[config.mk]
export PLATFORM = sky130hd
export DESIGN_NAME = trim_wiper_ctrl
export DESIGN_NICKNAME = d
export VERILOG_FILES = /design/src/rtl/trim_pkg.sv /design/src/rtl/trim_sync_edge.sv /design/src/rtl/trim_wiper_count.sv /design/src/rtl/trim_store_ctrl.sv /design/src/rtl/trim_tap_decode.sv /design/src/rtl/trim_wiper_ctrl.sv
export SDC_FILE = /design/constraint.sdc
export NUM_CORES = 1
export LEC_CHECK = 0
export BUFFER_PORTS_ARGS = -buffer_cell sky130_fd_sc_hd__buf_2
export CORE_MARGIN = 3
export CORE_UTILIZATION = 50
export CTS_CLUSTER_DIAMETER = 150
export DETAILED_ROUTE_END_ITERATION = 8
export PLACE_DENSITY = 0.84
export SETUP_SLACK_MARGIN = 0.02
export SYNTH_ARGS = -nofsm -noshare
export SYNTH_HDL_FRONTEND = slang
export SYNTH_HIERARCHICAL = 1
export SYNTH_SLANG_ARGS = --single-unit
[constraint.sdc]
create_clock -name clk -period 3.9 [get_ports clk]
set_clock_uncertainty 0.1 [all_clocks]
set_input_delay 0.195 -clock clk [delete_from_list [all_inputs] [get_ports clk]]
set_output_delay 0.195 -clock clk [all_outputs]
set_load 0.1 [all_outputs]
[src/rtl/trim_pkg.sv]
package trim_pkg;
  localparam int DEF_TAPS = 100;
  localparam int DEF_STORE_CYCLES = 8;

  typedef enum logic [1:0] {
    LANE_SEL  = 2'd0,
    LANE_DIR  = 2'd1,
    LANE_STEP = 2'd2
  } lane_e;

  localparam int NUM_LANES = 3;
endpackage

[src/rtl/trim_sync_edge.sv]
module trim_sync_edge #(
  parameter int W = 3,
  parameter logic [W-1:0] IDLE = '0
) (
  input  logic         clk,
  input  logic         rst_n,
  input  logic [W-1:0] async_in,
  output logic [W-1:0] level,
  output logic [W-1:0] rise,
  output logic [W-1:0] fall
);
  logic [W-1:0] meta_q, sync_q, prev_q;

  // two-flop synchroniser followed by a history flop, one lane per bit
  for (genvar g = 0; g < W; g++) begin : g_lane
    always_ff @(posedge clk or negedge rst_n) begin
      if (!rst_n) begin
        meta_q[g] <= IDLE[g];
        sync_q[g] <= IDLE[g];
        prev_q[g] <= IDLE[g];
      end else begin
        meta_q[g] <= async_in[g];
        sync_q[g] <= meta_q[g];
        prev_q[g] <= sync_q[g];
      end
    end
    assign level[g] = sync_q[g];
    assign rise[g]  = sync_q[g] & ~prev_q[g];
    assign fall[g]  = ~sync_q[g] & prev_q[g];
  end
endmodule

[src/rtl/trim_wiper_count.sv]
module trim_wiper_count #(
  parameter int NUM_TAPS = 100,
  localparam int IDX_W = $clog2(NUM_TAPS)
) (
  input  logic             clk,
  input  logic             rst_n,
  input  logic             load,
  input  logic [IDX_W-1:0] load_val,
  input  logic             step,
  input  logic             up,
  output logic [IDX_W-1:0] idx
);
  localparam logic [IDX_W-1:0] TOP = IDX_W'(NUM_TAPS - 1);

  logic [IDX_W-1:0] idx_q;

  always_ff @(posedge clk or negedge rst_n) begin
    if (!rst_n) begin
      idx_q <= '0;
    end else if (load) begin
      idx_q <= load_val;
    end else if (step) begin
      if (up && idx_q != TOP)
        idx_q <= idx_q + 1'b1;
      else if (!up && idx_q != '0)
        idx_q <= idx_q - 1'b1;
    end
  end

  assign idx = idx_q;
endmodule

[src/rtl/trim_store_ctrl.sv]
module trim_store_ctrl #(
  parameter int NUM_TAPS = 100,
  parameter int STORE_CYCLES = 8,
  localparam int IDX_W = $clog2(NUM_TAPS),
  localparam int CNT_W = $clog2(STORE_CYCLES + 1)
) (
  input  logic             clk,
  input  logic             rst_n,
  input  logic             recall,
  input  logic             sel_fall,
  input  logic             sel_rise,
  input  logic             step_level,
  input  logic [IDX_W-1:0] idx,
  output logic             active,
  output logic [IDX_W-1:0] saved,
  output logic             busy,
  output logic             standby
);
  logic             active_q, busy_q, standby_q;
  logic [CNT_W-1:0] cnt_q;
  logic [IDX_W-1:0] saved_q;
  logic             do_store;

  assign do_store = active_q && sel_rise && step_level;

  always_ff @(posedge clk or negedge rst_n) begin
    if (!rst_n) begin
      active_q  <= 1'b0;
      busy_q    <= 1'b0;
      standby_q <= 1'b0;
      cnt_q     <= '0;
      saved_q   <= '0;
    end else if (recall) begin
      active_q  <= 1'b0;
      busy_q    <= 1'b0;
      standby_q <= 1'b0;
      cnt_q     <= '0;
    end else begin
      if (busy_q) begin
        if (cnt_q == '0) begin
          busy_q    <= 1'b0;
          standby_q <= 1'b1;
        end else begin
          cnt_q <= cnt_q - 1'b1;
        end
      end else if (do_store) begin
        busy_q   <= 1'b1;
        cnt_q    <= CNT_W'(STORE_CYCLES - 1);
        saved_q  <= idx;
        active_q <= 1'b0;
      end else if (sel_rise) begin
        active_q <= 1'b0;
      end else if (sel_fall) begin
        active_q  <= 1'b1;
        standby_q <= 1'b0;
      end
    end
  end

  assign active  = active_q;
  assign saved   = saved_q;
  assign busy    = busy_q;
  assign standby = standby_q;
endmodule

[src/rtl/trim_tap_decode.sv]
module trim_tap_decode #(
  parameter int NUM_TAPS = 100,
  localparam int IDX_W = $clog2(NUM_TAPS)
) (
  input  logic [IDX_W-1:0]    idx,
  output logic [NUM_TAPS-1:0] onehot
);
  for (genvar t = 0; t < NUM_TAPS; t++) begin : g_tap
    assign onehot[t] = (idx == IDX_W'(t));
  end
endmodule

[src/rtl/trim_wiper_ctrl.sv]
module trim_wiper_ctrl
  import trim_pkg::*;
#(
  parameter int NUM_TAPS = DEF_TAPS,
  parameter int STORE_CYCLES = DEF_STORE_CYCLES,
  localparam int IDX_W = $clog2(NUM_TAPS)
) (
  input  logic                clk,
  input  logic                rst_n,
  input  logic                recall_pulse,
  input  logic                sel_n,
  input  logic                dir_up,
  input  logic                step_n,
  output logic [IDX_W-1:0]    tap_index,
  output logic [NUM_TAPS-1:0] tap_onehot,
  output logic                store_busy,
  output logic                standby
);
  localparam logic [NUM_LANES-1:0] IDLE_LVL = 3'b101;

  logic [NUM_LANES-1:0] raw, lvl, rise, fall;
  logic                 active;
  logic [IDX_W-1:0]     saved;

  assign raw[LANE_SEL]  = sel_n;
  assign raw[LANE_DIR]  = dir_up;
  assign raw[LANE_STEP] = step_n;

  trim_sync_edge #(.W(NUM_LANES), .IDLE(IDLE_LVL)) u_sync (
    .clk(clk), .rst_n(rst_n), .async_in(raw),
    .level(lvl), .rise(rise), .fall(fall)
  );

  trim_store_ctrl #(.NUM_TAPS(NUM_TAPS), .STORE_CYCLES(STORE_CYCLES)) u_store (
    .clk(clk), .rst_n(rst_n), .recall(recall_pulse),
    .sel_fall(fall[LANE_SEL]), .sel_rise(rise[LANE_SEL]),
    .step_level(lvl[LANE_STEP]), .idx(tap_index),
    .active(active), .saved(saved), .busy(store_busy), .standby(standby)
  );

  trim_wiper_count #(.NUM_TAPS(NUM_TAPS)) u_count (
    .clk(clk), .rst_n(rst_n), .load(recall_pulse), .load_val(saved),
    .step(active & fall[LANE_STEP]), .up(lvl[LANE_DIR]), .idx(tap_index)
  );

  trim_tap_decode #(.NUM_TAPS(NUM_TAPS)) u_dec (
    .idx(tap_index), .onehot(tap_onehot)
  );
endmodule

==> impl_metrics.ini <==
[global_routing]
antenna_found_initial = 0
grt_remaining_overflow = 0
grt_pass1_wl_um = 9440
grt_pass1_vias = 2024
grt_max_degree = 30
groute.usage.overall_pct = 22.2

[power]
p_clk_share_pct = 34.8
p_leak_nw = 1.54
intPower_mw = 0.517
total_power_mw = 0.768
power_frac_seq_pct = 43.4
ir_worst_vdd_uv = 239
power_density_mw_per_mm2 = 266
swShare_pct = 32.7
p_switching_mw = 0.251
pwr-share-comb_pct = 21.7

[setup_path]
arrival_ns = 2.89
regToRegEndpoint = u_count/idx[3]
reg2reg_from = u_count/idx[0]
end_kind = flip-flop
worst-setup-path-type = flip-flop to flip-flop
critPathMaxFanout = 23
critPathRequiredTime_ns = 3.94
cp-start-kind = flip-flop
rrSetupSlack_ns = 1.05
ff2ff_path_depth = 9

[route]
finalWirelength_um = 6070
ant_nets = 0
dr.pass1.iters = 5
wl_per_cell_um = 14.1
vias_per_cell = 5.38
drc_errors = 0
drtIter0Drc = 138
vias = 2317

[timing]
fin_tns_setup_ns = 0
maxSlewViolCount = 0
setup_viol = 0
post-route-min-period_ns = 2.85
min_period_over_period_pct = 73.2
fmax_ghz = 0.350
worst_slew_margin_rel_pct = 52.8
timing_worst_slew_pin_value_ns = 0.705
hold_viol_final = 0
grt_setup_unrepaired = false

[placed_design]
placed_area_mm2 = 0.00275
numPortBuffers = 114
routabilityCongestion = 0.880
hpwlAfterDp_um = 4500

[hold_path]
min-delay-start = u_sync/meta_q[1]
hold_class = flip-flop to flip-flop
min_path_cells = 0
hold_end = u_sync/level[1]

[logic_synthesis]
syn_area_per_cell_um2 = 8.03
syn_nets = 293
yosysWarnings = 6
synth_area_mm2 = 0.00225
postSynthCellCount = 280

[clock_tree]
clkSinkCount = 29
cts_inserted_buffers = 5
cts_tree = done
clk_pin_slew_ns = 0.06
htreeDepth = 2
clk_latency_ns = 0.28
root_buffer = clkbuf_8
cts-resized-gates = 0
cts_buffer_depth = 2

[floorplanning]
die-area_mm2 = 0.00534
ios = 115
die_h_um = 73.1
rows = 23
die_w_um = 73.1
initial_core_util_pct = 53.9
core_mm2 = 0.00417

[layout]
nets = 393
fillers = 362
drive_gt1_share_pct = 37.0
fin_area_mm2 = 0.00289
seq_area_um2 = 733
synthToLayoutAreaGrowth_pct = 28.4
n_antenna_cell = 0
multiInputGateArea_mm2 = 0.00135

[flow_run]
max_cap_violations = 0

[status]
status = finished, final reports clean
[what timing repair did]
action                                 4_1_cts  5_1_grt
buffers inserted                             0        0
hold buffers                                 4        0
endpoints found under the hold margin       26        0
[cell type report]
cell class / count / area share [%]
multi-input combinational: 219 / 46.9
sequential: 29 / 25.4
timing repair buffer: 118 / 21.2
clock buffer: 7 / 3.34
tap: 50 / 2.17
inverter: 7 / 0.910
clock inverter: 1 / 0.173
[critical path, cell delays in order (launching register included)]
cell	delay, ns
dfrtp_1	0.77
and4_1	0.33
nand2_1	0.07
nand2_1	0.21
ha_1	0.28
a211oi_1	0.36
nor2_1	0.10
xor2_1	0.17
a311oi_2	0.26
a21oi_1	0.06
[state kept, by name (all words and copies together) (netlist names)]
register         cells
u_count/idx          7
u_store/saved        7
u_store/cnt_q        4
u_sync/level         3
u_sync/meta_q        3
u_sync/prev_q        2
u_store/active       1
u_store/busy         1
u_store/standby      1
[cells in the final DEF (no fill, tap or decap), drive strengths merged, types with 3 or more instances in the layout]
cell         count
a211oi           3
nor2b            5
buf            114
nor3             4
nand3b           5
nand2           11
nand4b           5
clkbuf           7
ha               6
xor2             4
or3b             3
nor2           105
mux2             7
dlygate4sd3      4
dfstp            6
a21oi            8
dfrtp           23
or4b             4
inv              7
nand4bb          7
o21ai           10
[power groups by stage]
stage	Combinational [mW]	Sequential, mW	Clock [mW]
6_report	0.167	0.334	0.267
5_1_grt	0.179	0.337	0.290
4_1_cts	0.167	0.334	0.275
3_5_place_dp	0.164	0.339	0
3_3_place_gp	0.161	0.338	0
2_1_floorplan	0.120	0.354	0
[stage by stage]
| stage | util [%] | worst slack [ns] | hold slack [ns] | cells |
|---|---|---|---|---|
| detailed placement | 65.8 | 1.12 | 0.146 | 419 |
| global route | 69.2 | 0.905 | 0.264 | 431 |
| global placement | 65.8 | 1.31 | 0.145 | 419 |
| CTS | 69.2 | 1.11 | 0.252 | 431 |
| finish | 69.2 | 1.05 | 0.250 | 431 |
| floorplan | - | 0.589 | -0.201 | 280 |
[layer usage]
layer	global-route usage, %	part of all wire (%)	vias up
met2	37.0	50	94
met4	9.63	1.4	0
li1	-	-	1144
met1	27.5	41	1070
met5	0	0	-
met3	4.41	7.7	9
[worst max path at each step]
| stage | start | to | slack (ns) | depth (start not counted) |
|---|---|---|---|---|
| 6_report | u_count/idx[0] | u_count/idx[3] | 1.05 | 9 |
| 5_1_grt | u_count/idx[0] | u_count/idx[3] | 0.91 | 9 |
| 4_1_cts | u_count/idx[0] | u_count/idx[3] | 1.11 | 9 |
| 3_5_place_dp | u_count/idx[0] | u_count/idx[3] | 1.12 | 9 |
| 3_3_place_gp | u_count/idx[0] | u_count/idx[3] | 1.31 | 9 |
| 2_1_floorplan | u_count/idx[1] | tap_onehot[34] | 0.59 | 3 |
Power figures use the tool's default switching activity.
